[src/rtl/gpio_evt_pkg.sv]
package gpio_evt_pkg;
  localparam int WORD_W    = 32;
  localparam int NUM_WORDS = 2;
  typedef logic [WORD_W-1:0] word_t;
endpackage

[src/rtl/gpio_evt_edge.sv]
module gpio_evt_edge #(
  parameter int N     = 40,
  parameter int DEPTH = 2
) (
  input  logic         clk,
  input  logic         rst,
  input  logic [N-1:0] pin_i,
  output logic [N-1:0] rise_o
);
  logic [N-1:0] chain_q [DEPTH];
  logic [N-1:0] last_q;
  logic         armed_q;

  // Reset loads ones so that a pin already high is treated as an old level.
  always_ff @(posedge clk) begin
    if (rst) begin
      for (int i = 0; i < DEPTH; i++) chain_q[i] <= '1;
      last_q <= '1;
    end else begin
      chain_q[0] <= pin_i;
      for (int i = 1; i < DEPTH; i++) chain_q[i] <= chain_q[i-1];
      last_q <= chain_q[DEPTH-1];
    end
  end

  assign rise_o = chain_q[DEPTH-1] & ~last_q;

  always_ff @(posedge clk) armed_q <= !rst;

  AST_EDGE_SINGLE_PULSE: assert property (@(posedge clk) disable iff (rst || !armed_q)
    (rise_o & $past(rise_o)) == '0);
endmodule

[src/rtl/gpio_evt_word.sv]
module gpio_evt_word #(
  parameter int W = 32
) (
  input  logic         clk,
  input  logic         rst,
  input  logic [W-1:0] set_i,
  input  logic         clr_we_i,
  input  logic [W-1:0] clr_data_i,
  output logic [W-1:0] stat_o
);
  logic [W-1:0] stat_q;
  logic [W-1:0] clr_mask;
  logic         armed_q;

  assign clr_mask = clr_we_i ? clr_data_i : '0;

  // A set applied after the clear term means an edge beats an acknowledge.
  always_ff @(posedge clk) begin
    if (rst) stat_q <= '0;
    else     stat_q <= (stat_q & ~clr_mask) | set_i;
  end

  assign stat_o = stat_q;

  always_ff @(posedge clk) armed_q <= !rst;

  AST_SET_WINS: assert property (@(posedge clk) disable iff (rst || !armed_q)
    1'b1 |=> ((stat_q & $past(set_i)) == $past(set_i)));
  AST_UNCLEARED_KEPT: assert property (@(posedge clk) disable iff (rst || !armed_q)
    1'b1 |=> ((stat_q & $past(stat_q & ~clr_mask)) == $past(stat_q & ~clr_mask)));
  AST_SET_ONLY_BY_EDGE: assert property (@(posedge clk) disable iff (rst || !armed_q)
    1'b1 |=> ((stat_q & ~$past(stat_q) & ~$past(set_i)) == '0));
endmodule

[src/rtl/gpio_evt_irq.sv]
module gpio_evt_irq #(
  parameter int N = 40
) (
  input  logic         clk,
  input  logic         rst,
  input  logic [N-1:0] stat_i,
  input  logic [N-1:0] en_i,
  output logic         irq_o
);
  logic irq_q;

  always_ff @(posedge clk) begin
    if (rst) irq_q <= 1'b0;
    else     irq_q <= |(stat_i & en_i);
  end

  assign irq_o = irq_q;
endmodule

[src/rtl/gpio_evt_latch.sv]
module gpio_evt_latch
  import gpio_evt_pkg::*;
#(
  parameter int NUM_PINS   = 40,
  parameter int SYNC_DEPTH = 2
) (
  input  logic                clk,
  input  logic                rst,
  input  logic [NUM_PINS-1:0] pins_i,
  input  logic [NUM_PINS-1:0] en_i,
  input  logic                clr_lo_we_i,
  input  logic [31:0]         clr_lo_data_i,
  input  logic                clr_hi_we_i,
  input  logic [31:0]         clr_hi_data_i,
  output logic [31:0]         stat_lo_o,
  output logic [31:0]         stat_hi_o,
  output logic                irq_o
);
  localparam int TOTAL_W = NUM_WORDS * WORD_W;
  localparam int PAD_W   = TOTAL_W - NUM_PINS;

  logic [NUM_PINS-1:0] rise;
  logic [TOTAL_W-1:0]  set_all;
  logic [TOTAL_W-1:0]  stat_all;
  word_t               clr_data [NUM_WORDS];
  logic                clr_we   [NUM_WORDS];
  logic                armed_q;

  gpio_evt_edge #(.N(NUM_PINS), .DEPTH(SYNC_DEPTH)) u_edge (
    .clk    (clk),
    .rst    (rst),
    .pin_i  (pins_i),
    .rise_o (rise)
  );

  // Unused high-word positions get no set source, so they stay at their reset zero.
  assign set_all     = {{PAD_W{1'b0}}, rise};
  assign clr_data[0] = clr_lo_data_i;
  assign clr_data[1] = clr_hi_data_i;
  assign clr_we[0]   = clr_lo_we_i;
  assign clr_we[1]   = clr_hi_we_i;

  for (genvar w = 0; w < NUM_WORDS; w++) begin : g_word
    gpio_evt_word #(.W(WORD_W)) u_word (
      .clk        (clk),
      .rst        (rst),
      .set_i      (set_all[w*WORD_W +: WORD_W]),
      .clr_we_i   (clr_we[w]),
      .clr_data_i (clr_data[w]),
      .stat_o     (stat_all[w*WORD_W +: WORD_W])
    );
  end

  gpio_evt_irq #(.N(NUM_PINS)) u_irq (
    .clk    (clk),
    .rst    (rst),
    .stat_i (stat_all[NUM_PINS-1:0]),
    .en_i   (en_i),
    .irq_o  (irq_o)
  );

  assign stat_lo_o = stat_all[WORD_W-1:0];
  assign stat_hi_o = stat_all[TOTAL_W-1:WORD_W];

  always_ff @(posedge clk) armed_q <= !rst;

  AST_IRQ_QUIET_WHEN_MASKED: assert property (@(posedge clk) disable iff (rst || !armed_q)
    ((stat_all[NUM_PINS-1:0] & en_i) == '0) |=> !irq_o);
  AST_IRQ_FALL_AFTER_LAST: assert property (@(posedge clk) disable iff (rst || !armed_q)
    $fell(irq_o) |-> $past((stat_all[NUM_PINS-1:0] & en_i) == '0));
endmodule

[config.mk]
export PLATFORM = sky130hd
export DESIGN_NAME = gpio_evt_latch
export DESIGN_NICKNAME = d
export VERILOG_FILES = /design/src/rtl/gpio_evt_pkg.sv /design/src/rtl/gpio_evt_edge.sv /design/src/rtl/gpio_evt_word.sv /design/src/rtl/gpio_evt_irq.sv /design/src/rtl/gpio_evt_latch.sv
export SDC_FILE = /design/constraint.sdc
export NUM_CORES = 1
export LEC_CHECK = 0
export ABC_AREA = 1
export BUFFER_PORTS_ARGS = -buffer_cell sky130_fd_sc_hd__buf_4
export CAP_MARGIN = 20
export CELL_PAD_IN_SITES_DETAIL_PLACEMENT = 1
export CELL_PAD_IN_SITES_GLOBAL_PLACEMENT = 1
export CORE_ASPECT_RATIO = 1.4
export CORE_MARGIN = 5
export CORE_UTILIZATION = 35
export DETAILED_ROUTE_END_ITERATION = 12
export PLACE_DENSITY_LB_ADDON = 0.1
export SLEW_MARGIN = 20
export SYNTH_ARGS = -nofsm -noshare
export SYNTH_HDL_FRONTEND = slang
export SYNTH_HIERARCHICAL = 1
export SYNTH_SLANG_ARGS = --single-unit
export TNS_END_PERCENT = 1
[constraint.sdc]
create_clock -name clk -period 1.1 [get_ports clk]
set_input_delay 0.165 -clock clk [delete_from_list [all_inputs] [get_ports clk]]
set_output_delay 0.165 -clock clk [all_outputs]
set_load 0.02 [all_outputs]
* Yosys cells after proc, flatten, opt, wreduce, memory -nomap -nowiden
Memories as Yosys holds them, arrays and structs flattened. Index checks and enable logic that the tools add are counted.
Word-level totals: flip-flop bits (word level) 105, bits in writable memories 80, input port bits 148, output and inout port bits 65, logic and storage cells 24, memories kept 1
Memory list:
- u_edge.chain_q | depth 2, width 40, read ports 2, clocked after memory_dff 0, wr ports 2, RTL line gpio_evt_edge.sv:10 | logic [N-1:0] chain_q [DEPTH];
Cells by class: muxes and demuxes 7, bitwise gates (word level) 11, reduce and logical (&&, ||, !) cells 1
Operator list (count):
- $and A40 B40 Y40 | 2
- $mux W40 | 2
- $and A32 B32 Y32 | 2
- $mux W32 | 2
- $not A32 Y32 | 2
- $not A40 Y40 | 1
- $reduce_or A40 Y1 | 1
- $or A32 B32 Y32 | 1
- $or A32 B8 Y32 | 1
- $mux W1 | 3
- $or A1 B1 Y1 | 2

* Longest topological paths before layout
Gate-level depths: netlist of the first run.
depth after elaboration 4, mapped depth 8, gate-level depth less buffers 8

* Cells and area by module
The synthesis of the first run kept the hierarchy.
Modules (own cells, without submodules):
- gpio_evt_edge | instances 1, cells each 414, area each 3590.9 µm², seq. area each 2402.3 µm²
- gpio_evt_word | instances 2, cells each 166, area each 1231.2 µm², seq. area each 640.6 µm²
- gpio_evt_irq | instances 1, cells each 78, area each 317.8 µm², seq. area each 20.0 µm²
- gpio_evt_latch | instances 1, cells each 1, area each 3.8 µm², seq. area each 0.0 µm²

* Worst setup path before layout of the first run
Ideal clock, no wire load.
kind register to register, start reg g_word[0].u_word.stat_q[3], end reg u_irq.irq_q, in the netlist u_irq/irq_o, library setup time 0.109 ns, data arrival time 0.868 ns, setup slack 0.123 ns, stages on the path, launching flop included 9, cell sequence dfxtp_1 > nand2_1 > nand2_1 > nor2_1 > nand2_1 > nor2_1 > nand3_1 > nand2_1 > inv_1
On the way: cells in the longest elaborated chain, start to end 2
Ends and longest elaborated chain:
- start: declaration | RTL line gpio_evt_word.sv:11 | logic [W-1:0] stat_q;
- start signal: assignment | RTL line gpio_evt_word.sv:20 | else stat_q <= (stat_q & ~clr_mask) | set_i;
- $and A40 B40 Y40 | RTL line gpio_evt_irq.sv:14 | else irq_q <= |(stat_i & en_i);
- $reduce_or A40 Y1 | RTL line gpio_evt_irq.sv:14
- end signal: assignment | RTL line gpio_evt_irq.sv:14
- end: declaration | RTL line gpio_evt_irq.sv:10 | logic irq_q;
No other way between the ends. A chain may end at the register's enable or synchronous reset.

* Final worst setup path of the first run
start reg g_word[0].u_word.stat_q[5], end out stat_lo_o[5]
RTL lines:
- end: declaration | RTL line gpio_evt_latch.sv:15 | output logic [31:0] stat_lo_o,
No word-level cell between the ends.

==> results.yml, run 1 <==
timing:
  setup_ws_ns: -0.0646
  hold_viol: 0
  tns_ns: -0.703
  fmax_mhz: 859
  min_period_over_period: 1.06
  drv_slew: 0
  skew_ns: 0.00705
  setup_violations: 16
  rsz0062_at_grt: "yes"
  min_period_ns: 1.16
  fin_hold_ws_ns: 0.0182
routing:
  first_iter_violations: 157
  drc: 0
  dr.pass1.iters: 4
  antenna_left: 0
  vias: 5952
  routedWlPerCell_um: 13.4
  vias_per_cell: 4.15
  routed_wl_mm: 19.3
floorplanning:
  die_area_mm2: 0.0211
  die-height_um: 170
  die_w_um: 124
  fp.coreArea_mm2: 0.0179
  num_rows: 58
  initial_core_util: 0.356
  io_pins: 213
final_layout:
  design_area_mm2: 0.0103
  seq_area_mm2: 0.00379
  multiInputGateArea_mm2: 0.00185
  area_delta_synth_final_pct: 62.0
  fin_nets: 1328
  instances_no_fill: 1433
  layout-drive-gt1-share: 0.294
  nFillCells: 2151
run:
  maxCapViolCount: 0
worst_setup_path:
  end_kind: "output pin"
  r2r_cells: 9
  startpoint_type: "flop"
  cp.required_ns: 0.94
  rrSetupSlack_ns: 0
  worstSetupPathType: "flop to output pin"
  arrival_ns: 1.00
  crit_path_max_fanout: 2
placed_design:
  dp.cells: 1300
  dpl_cell_area_mm2: 0.00835
  gp_congestion: 0.748
  dp_hpwl_mm: 12.5
  port_buffers: 212
clock_tree:
  clockBufferDepth: 2
  cts_root_buf: "clkbuf_16"
  numCtsBuffers: 17
  htree_levels: 4
  clkTransAtPathRegs_ns: 0.07
  tritoncts: "done"
  clock_latency_ns: 0.42
  cts_sinks: 185
synth:
  synthDistinctLibCells: 14
  ys_seq_elements: 185
  syn-instance-count: 825
  netlist_area_mm2: 0.00637
  avgSynthCellArea_um2: 7.73
  yosysWarnings: 6
  ys_seq_area_frac: 0.581
  synth_area_leaders: "dfxtp_1 (58%), nand2_1 (18%), inv_1 (11%)"
  yosys.area.top_type: "dfxtp_1"
  synth_top_area_share: 0.581
global_route:
  antenna_found_initial: 0
  grtUsageMet1: 0.179
  grt_use_total: 0.182
  gr-max-usage-layer: "met2"
  grt_use_met3: 0.0604
  overflow: 0
  met2_usage: 0.348
  grt_max_degree: 36
  grt_pass1_wl_mm: 29.8
  grt_pass1_vias: 6365
outcome:
  violations: "negative setup slack"
  status: "finished, violations left"
power:
  p_switching_mw: 3.53
  p_leak_nw: 5.27
  p_clk_frac: 0.401
  sw_frac_of_total: 0.237
  power_density_mw_per_mm2: 1440
  internal_power_mw: 11.4
  combPwrFrac: 0.121
  p_seq_frac: 0.478
  ir_worst_vdd_mv: 0.820
  totalPowerFinal_mw: 14.9
worst_hold_path:
  hold_class: "input port to flop"
  min_path_cells: 4
-- stage by stage --
stage	utilization	worst slack (ns)
final	0.576	-0.0646
after floorplan	-	0.123
after global routing	0.576	-0.116
after global placement	0.466	-0.0293
after CTS	0.567	-0.0805
after detailed placement	0.466	-0.0511
-- power groups by stage --
| stage | Clock [mW] | Sequential, mW | Combinational (mW) |
|---|---|---|---|
| after global routing | 6.47 | 7.16 | 1.99 |
| after floorplan | 0 | 7.36 | 0.550 |
| after detailed placement | 0 | 7.24 | 1.42 |
| after CTS | 6.21 | 7.10 | 1.76 |
| final | 5.98 | 7.13 | 1.81 |
| after global placement | 0 | 7.23 | 1.39 |
-- path summary, 6_finish.rpt --
path / start / end
setup / recovery: g_word[0].u_word/stat_o[5] / stat_lo_o[5]
hold / removal: clr_hi_data_i[2] / g_word[1].u_word/stat_o[2]
setup reg to reg: g_word[0].u_word/stat_o[14] / u_irq/irq_o
hold reg to reg: u_edge/chain_q[0][29] / u_edge/chain_q[0][69]
-- sequential cells by signal (all words and copies together), names as in the netlist --
name and count:
g_word.u_word/stat_o 64, u_edge/chain_q 80, u_edge/last_q 40, u_irq/irq_o 1
-- cell usage in the layout, fill, tap and decap left out, drive strengths merged --
cell	Yosys	layout
buf	23	237
inv	187	192
dfxtp	185	185
clkbuf	2	19
conb	1	24
dlygate4sd3	0	101
bufinv	0	2
nand3	1	1
nor2	51	51
clkinv	0	3
diode	0	1
a21oi	64	64
clkinvlp	0	2
nand4	2	2
nand2	309	309
-- cells by family (layout without fill, tap and decap cells) --
group,Yosys count,after routing,synth area share
flip-flops,185,185,0.581
AO/OA/AOI/OAI,64,64,0.0573
buffers and inverters,212,556,0.146
other,1,25,0.000588
AND/OR/NAND/NOR,363,363,0.215
-- routing by layer --
| metal | up-vias | part of all wire | wire length, um |
|---|---|---|---|
| li1 | 3041 | - | - |
| met1 | 2744 | 0.37 | 7050 |
| met2 | 146 | 0.55 | 10500 |
| met3 | 21 | 0.072 | 1390 |
| met4 | 0 | 0.016 | 307 |
| met5 | - | 0 | 0 |
-- worst max-delay path, stage by stage, from the launching register on --
cell and delay, ns:
dfxtp_2 0.34, buf_6 0.12, buf_6 0.12
-- synthesized netlist by cell type --
cell / number
nand3_1: 1
nor2_2: 1
inv_1: 186
nor2_1: 50
nand2_1: 309
clkbuf_1: 2
dfxtp_1: 185
a21oi_1: 52
inv_2: 1
conb_1: 1
buf_2: 6
a21oi_2: 12
nand4_1: 2
buf_6: 17
-- final cells by class --
type | instances | area share
Inverter | 187 | 0.0682
Antenna cell | 1 | 0.000242
Clock buffer | 19 | 0.0419
Clock inverter | 12 | 0.0137
Tap cell | 240 | 0.0291
Multi-Input combinational cell | 451 | 0.179
Sequential cell | 185 | 0.367
Timing Repair Buffer | 338 | 0.301
-- repair_timing --
action | 4_1_cts | 5_1_grt
endpoints found under the hold margin | 101 | 0
hold buffers | 101 | 0
setup endpoints to repair | 43 | 62
pin swaps | 0 | 13
resized for setup | 86 | 63
buffers inserted | 2 | 1
(Power assumes the default switching activity.)
==> inputs of run 2 (changes only) <==
==> constraint.sdc (replaced) <==
create_clock -name clk -period 1.1 [get_ports clk]
set_input_delay 0.22 -clock clk [delete_from_list [all_inputs] [get_ports clk]]
set_output_delay 0.22 -clock clk [all_outputs]
set_load 0.02 [all_outputs]
==> run 2 against run 1 <==
Against the previous run: utilization shrank 3.5 points; hold slack gained 0.0067 ns; fmax shrank 3.5%; the run still ends with negative setup slack left; count of clock-buffer cells in the layout shrank 1; first-iteration DRC count shrank 6.4%; die area is the same; sequential share of layout area grew 2.4 points; register-to-register slack lost 0.04 ns; critical path depth is the same; global-route usage shrank 1.4 points.
==> results.yml, run 2 (same netlist as run 1, synthesis figures left out) <==
routing:
  first_iter_violations: 147
  drc: 0
  routedWlPerCell_um: 12.9
  dr.pass1.iters: 4
  antenna_left: 0
  vias_per_cell: 4.13
  routed_wl_mm: 17.6
  vias: 5626
final_layout:
  top_register: "u_edge/chain_q"
  antenna_cells: 0
  fin_nets: 1259
  largest_reg_flops: 80
  area_delta_synth_final_pct: 52.2
  layout-drive-gt1-share: 0.308
  fin_util: 0.541
  layout_common_cells: "nand2_1 (305), inv_1 (186), buf_4 (153)"
  final_common_cell: "nand2_1"
timing:
  rsz0062_at_grt: "yes"
  min_period_over_period: 1.10
  setup_ws_ns: -0.106
  min_period_ns: 1.21
  drv_slew: 0
  fmax_mhz: 829
  fin_hold_ws_ns: 0.0249
  skew_ns: 0.00810
  hold_viol: 0
  setup_violations: 43
worst_hold_path:
  hold_class: "input port to flop"
clock_tree:
  clock_latency_ns: 0.42
  cts_root_buf: "clkbuf_16"
  cts_sinks: 185
  clockBufferDepth: 2
  tritoncts: "done"
  clkTransAtPathRegs_ns: 0.07
  numCtsBuffers: 17
  htree_levels: 4
global_route:
  grt_pass1_vias: 5912
  overflow: 0
  antenna_found_initial: 0
  grt_pass1_wl_mm: 27.7
  grt_use_total: 0.168
  grt_max_degree: 65
placed_design:
  gp_congestion: 0.752
  port_buffers: 212
  dp_hpwl_mm: 12.4
worst_setup_path:
  worstSetupPathType: "flop to output pin"
  cpMostUsedCell: "buf_6"
  startpoint_type: "flop"
  crit_path_max_fanout: 2
  path_buf_inv: 2
  cp.required_ns: 0.88
  arrival_ns: 0.99
  crit_family: "flip-flops"
  max_stage_delay_ns: 0.33
  slowest_stage: "dfxtp_2"
  cp_cell_sequence: "buf_6, buf_6"
  end_kind: "output pin"
power:
  p_leak_nw: 5.00
  power_density_mw_per_mm2: 1570
  ir_worst_vdd_mv: 0.772
  totalPowerFinal_mw: 15.2
floorplanning:
  die_w_um: 124
  initial_core_util: 0.356
  num_rows: 58
  fp.coreArea_mm2: 0.0179
  die-height_um: 170
  io_pins: 213
  die_area_mm2: 0.0211
run:
  maxCapViolCount: 0
outcome:
  status: "finished, violations left"
  violations: "negative setup slack"
run 2: changes by cell type in the layout (fill, tap and decap cells not counted), moves of 2 or more:
cell and change:
dfxtp_1 -2, dlygate4sd3_1 -62, bufinv_16 +2, buf_4 -6, clkinv_4 -2, buf_6 -2
run 2: layer usage:
metal  GRT usage  part of all wire  up-vias  routed length, um
li1            -                 -     2903                  -
met1       0.178              0.39     2561               6820
met2       0.318              0.53      145               9360
met3      0.0483             0.067       17               1180
met4      0.0462             0.011        0                196
met5           0                 0        -                  0
run 2: worst reg2reg max path, cell delays in order, from the launching register on:
cell	delay, ns
dfxtp_2	0.34
nand2_1	0.06
nand2_1	0.07
nor2_1	0.10
nand2_1	0.11
nor2_2	0.17
nand3_1	0.09
nand2_1	0.07
inv_1	0.03
run 2: path summary, 6_finish.rpt:
path / start / end / slack [ns] / depth (start not counted)
setup / recovery: g_word[0].u_word/stat_o[11] / stat_lo_o[11] / -0.11 / 2
hold / removal: pins_i[0] / u_edge/chain_q[0][0] / 0.02 / 3
setup reg to reg: g_word[1].u_word/stat_o[2] / u_irq/irq_o / -0.04 / 8
hold reg to reg: u_edge/chain_q[0][22] / u_edge/chain_q[0][62] / 0.41 / 2
run 2: stage by stage:
stage	setup WS, ns	std cells	area (um2)	TNS, ns
2_1_floorplan	0.123	848	6460	0
3_5_place_dp	-0.0841	1305	8400	-0.0841
6_report	-0.106	1363	9700	-1.23
3_3_place_gp	-0.0833	1305	8400	-0.0833
4_1_cts	-0.120	1363	9680	-2.49
5_1_grt	-0.141	1363	9700	-3.85
run 2: where the power goes:
| group | internal, mW | total (mW) | leakage (nW) | switching (mW) |
|---|---|---|---|---|
| combinational | 0.862 | 1.59 | 3.15 | 0.733 |
| clock | 3.83 | 6.49 | 0.294 | 2.66 |
| sequential | 7.00 | 7.13 | 1.55 | 0.133 |
| total | 11.7 | 15.2 | 5.00 | 3.53 |
run 2: what timing repair did:
action | in CTS | in global routing
hold buffers | 39 | 0
pin swaps | 0 | 8
gates resized for setup | 138 | 10
setup endpoints to repair | 66 | 66
hold endpoints to repair | 39 | 0
buffers inserted | 3 | 2
run 2: final cells by class:
cell class	instances	area [um2]
repair buffers	269	2440
fillers	2212	8220
clock inverters	13	191
multi-input cells	451	1840
inverters	187	704
clock buffers	18	429
well taps	240	300
flip-flops and latches	185	3790
==> inputs of run 3 (changes only) <==
--- a/config.mk
+++ b/config.mk
@@ -12,7 +12,7 @@
 export CELL_PAD_IN_SITES_GLOBAL_PLACEMENT = 1
 export CORE_ASPECT_RATIO = 1.4
 export CORE_MARGIN = 5
-export CORE_UTILIZATION = 35
+export CORE_UTILIZATION = 30
 export DETAILED_ROUTE_END_ITERATION = 12
 export PLACE_DENSITY_LB_ADDON = 0.1
 export SLEW_MARGIN = 20
==> run 3 against run 2 <==
Against the previous run: the run still ends with negative setup slack left; register-to-register slack is essentially flat; design area is essentially flat; die area rose by 15%; count of clock-buffer cells in the layout unchanged; first-iteration DRC count grew 0.68%; critical path depth unchanged; largest cell class unchanged.
==> results.yml, run 3 (same netlist as run 1, synthesis figures left out) <==
clock_tree:
  clkTransAtPathRegs_ns: 0.07
  clock_latency_ns: 0.42
  tritoncts: "done"
  numCtsBuffers: 17
  cts_sinks: 185
  cts_root_buf: "clkbuf_16"
  clockBufferDepth: 2
  htree_levels: 4
routing:
  routedWlPerCell_um: 12.3
  dr.pass1.iters: 4
  routed_wl_mm: 17.1
  vias_per_cell: 4.00
  antenna_left: 0
  first_iter_violations: 148
  vias: 5556
  drc: 0
power:
  p_seq_frac: 0.493
  combPwrFrac: 0.110
  power_density_mw_per_mm2: 1490
  totalPowerFinal_mw: 14.5
  p_switching_mw: 3.46
  p_clk_frac: 0.397
  p_leak_nw: 4.99
  internal_power_mw: 11.0
  sw_frac_of_total: 0.240
  ir_worst_vdd_mv: 0.949
timing:
  tns_ns: -1.04
  setup_ws_ns: -0.0949
  fmax_mhz: 837
  min_period_over_period: 1.09
  skew_ns: 0.00700
  drv_slew: 0
  rsz0062_at_grt: "yes"
  min_period_ns: 1.19
  hold_viol: 0
  setup_violations: 35
floorplanning:
  die_area_mm2: 0.0243
  die_w_um: 133
  num_rows: 63
  initial_core_util: 0.303
  fp.coreArea_mm2: 0.0210
  die-height_um: 182
  io_pins: 213
worst_setup_path:
  crit_path_max_fanout: 2
  r2r_end: "u_irq/irq_o"
  end_kind: "output pin"
  worstReg2RegStart: "g_word[1].u_word/stat_o[1]"
  arrival_ns: 0.97
  r2r_cells: 8
  rrSetupSlack_ns: -0.03
  cp.required_ns: 0.88
  worstSetupPathType: "flop to output pin"
  startpoint_type: "flop"
placed_design:
  port_buffers: 212
  gp_congestion: 0.744
  dp_hpwl_mm: 12.8
  dpl_cell_area_mm2: 0.00846
final_layout:
  fin_nets: 1264
  final_common_cell: "nand2_1"
  design_area_mm2: 0.00970
  top_register: "u_edge/chain_q"
  largest_reg_flops: 80
  layout-drive-gt1-share: 0.308
  area_delta_synth_final_pct: 52.2
  layout_common_cells: "nand2_1 (308), inv_1 (186), buf_4 (156)"
  nFillCells: 2537
  antenna_cells: 0
  fin_util: 0.461
global_route:
  grt_pass1_wl_mm: 27.7
  grt_pass1_vias: 5821
  grt_use_total: 0.143
  overflow: 0
  grt_max_degree: 52
  antenna_found_initial: 0
run:
  maxCapViolCount: 0
worst_hold_path:
  hold_class: "input port to flop"
  hp-start: "clr_hi_data_i[24]"
  min_path_cells: 4
  min_to: "g_word[1].u_word/stat_o[24]"
outcome:
  status: "finished, violations left"
  violations: "negative setup slack"
==> run 3: cell count changes in the layout (fill, tap and decap cells not counted), sizes merged <==
cell,before,now
inv,192,190
clkinv,1,6
clkinvlp,3,4
dlygate4sd3,39,40
buf,230,234
bufinv,4,1
==> run 3: timing repair <==
action	in CTS	in global routing
pin swaps	0	1
resized for setup	140	8
buffers inserted	4	0
endpoints found under the setup margin	66	66
hold endpoints to repair	40	0
hold buffers	40	0
==> run 3: per-layer routing <==
metal	up-vias	share of wire	track usage
met3	9	0.051	0.0364
met2	143	0.52	0.262
met5	-	0	0
li1	2909	-	-
met1	2495	0.42	0.160
met4	0	0.012	0.0457
==> run 3: per-stage QoR <==
| step | hold slack, ns | setup WS, ns | std cells |
|---|---|---|---|
| 2_1_floorplan | 0.289 | 0.123 | 848 |
| 3_3_place_gp | 0.390 | -0.0662 | 1330 |
| 3_5_place_dp | 0.395 | -0.0684 | 1330 |
| 4_1_cts | 0.0245 | -0.124 | 1389 |
| 5_1_grt | 0.0446 | -0.138 | 1389 |
| 6_report | 0.0543 | -0.0949 | 1389 |
==> run 3: how the worst max path moves through the flow <==
stage / cells past startpoint / end / from
finish: 2 / stat_hi_o[7] / g_word[1].u_word/stat_o[7]
global route: 2 / stat_hi_o[7] / g_word[1].u_word/stat_o[7]
CTS: 2 / stat_hi_o[7] / g_word[1].u_word/stat_o[7]
detailed placement: 9 / u_irq/irq_o / en_i[39]
global placement: 9 / u_irq/irq_o / en_i[39]
floorplan: 8 / u_irq/irq_o / g_word[0].u_word/stat_o[3]
==> run 3: layout make-up <==
class	instances	area, um2	share of cell area
flip-flops and latches	185	3800	0.391
repair buffers	274	2480	0.256
multi-input cells	451	1840	0.189
inverters	187	704	0.0726
clock buffers	18	429	0.0442
well taps	260	325	0.0335
clock inverters	14	124	0.0128
==> run 3: critical path, cell delays in order (launching register included) <==
cell and delay [ns]:
dfxtp_2 0.33, buf_6 0.11, buf_6 0.12
==> run 3: power groups by stage <==
stage	Clock, mW	Combinational, mW	Sequential, mW
floorplan	0	0.550	7.36
global placement	0	1.43	7.23
detailed placement	0	1.45	7.24
CTS	6.00	1.62	7.13
global route	6.29	1.77	7.15
finish	5.74	1.60	7.12
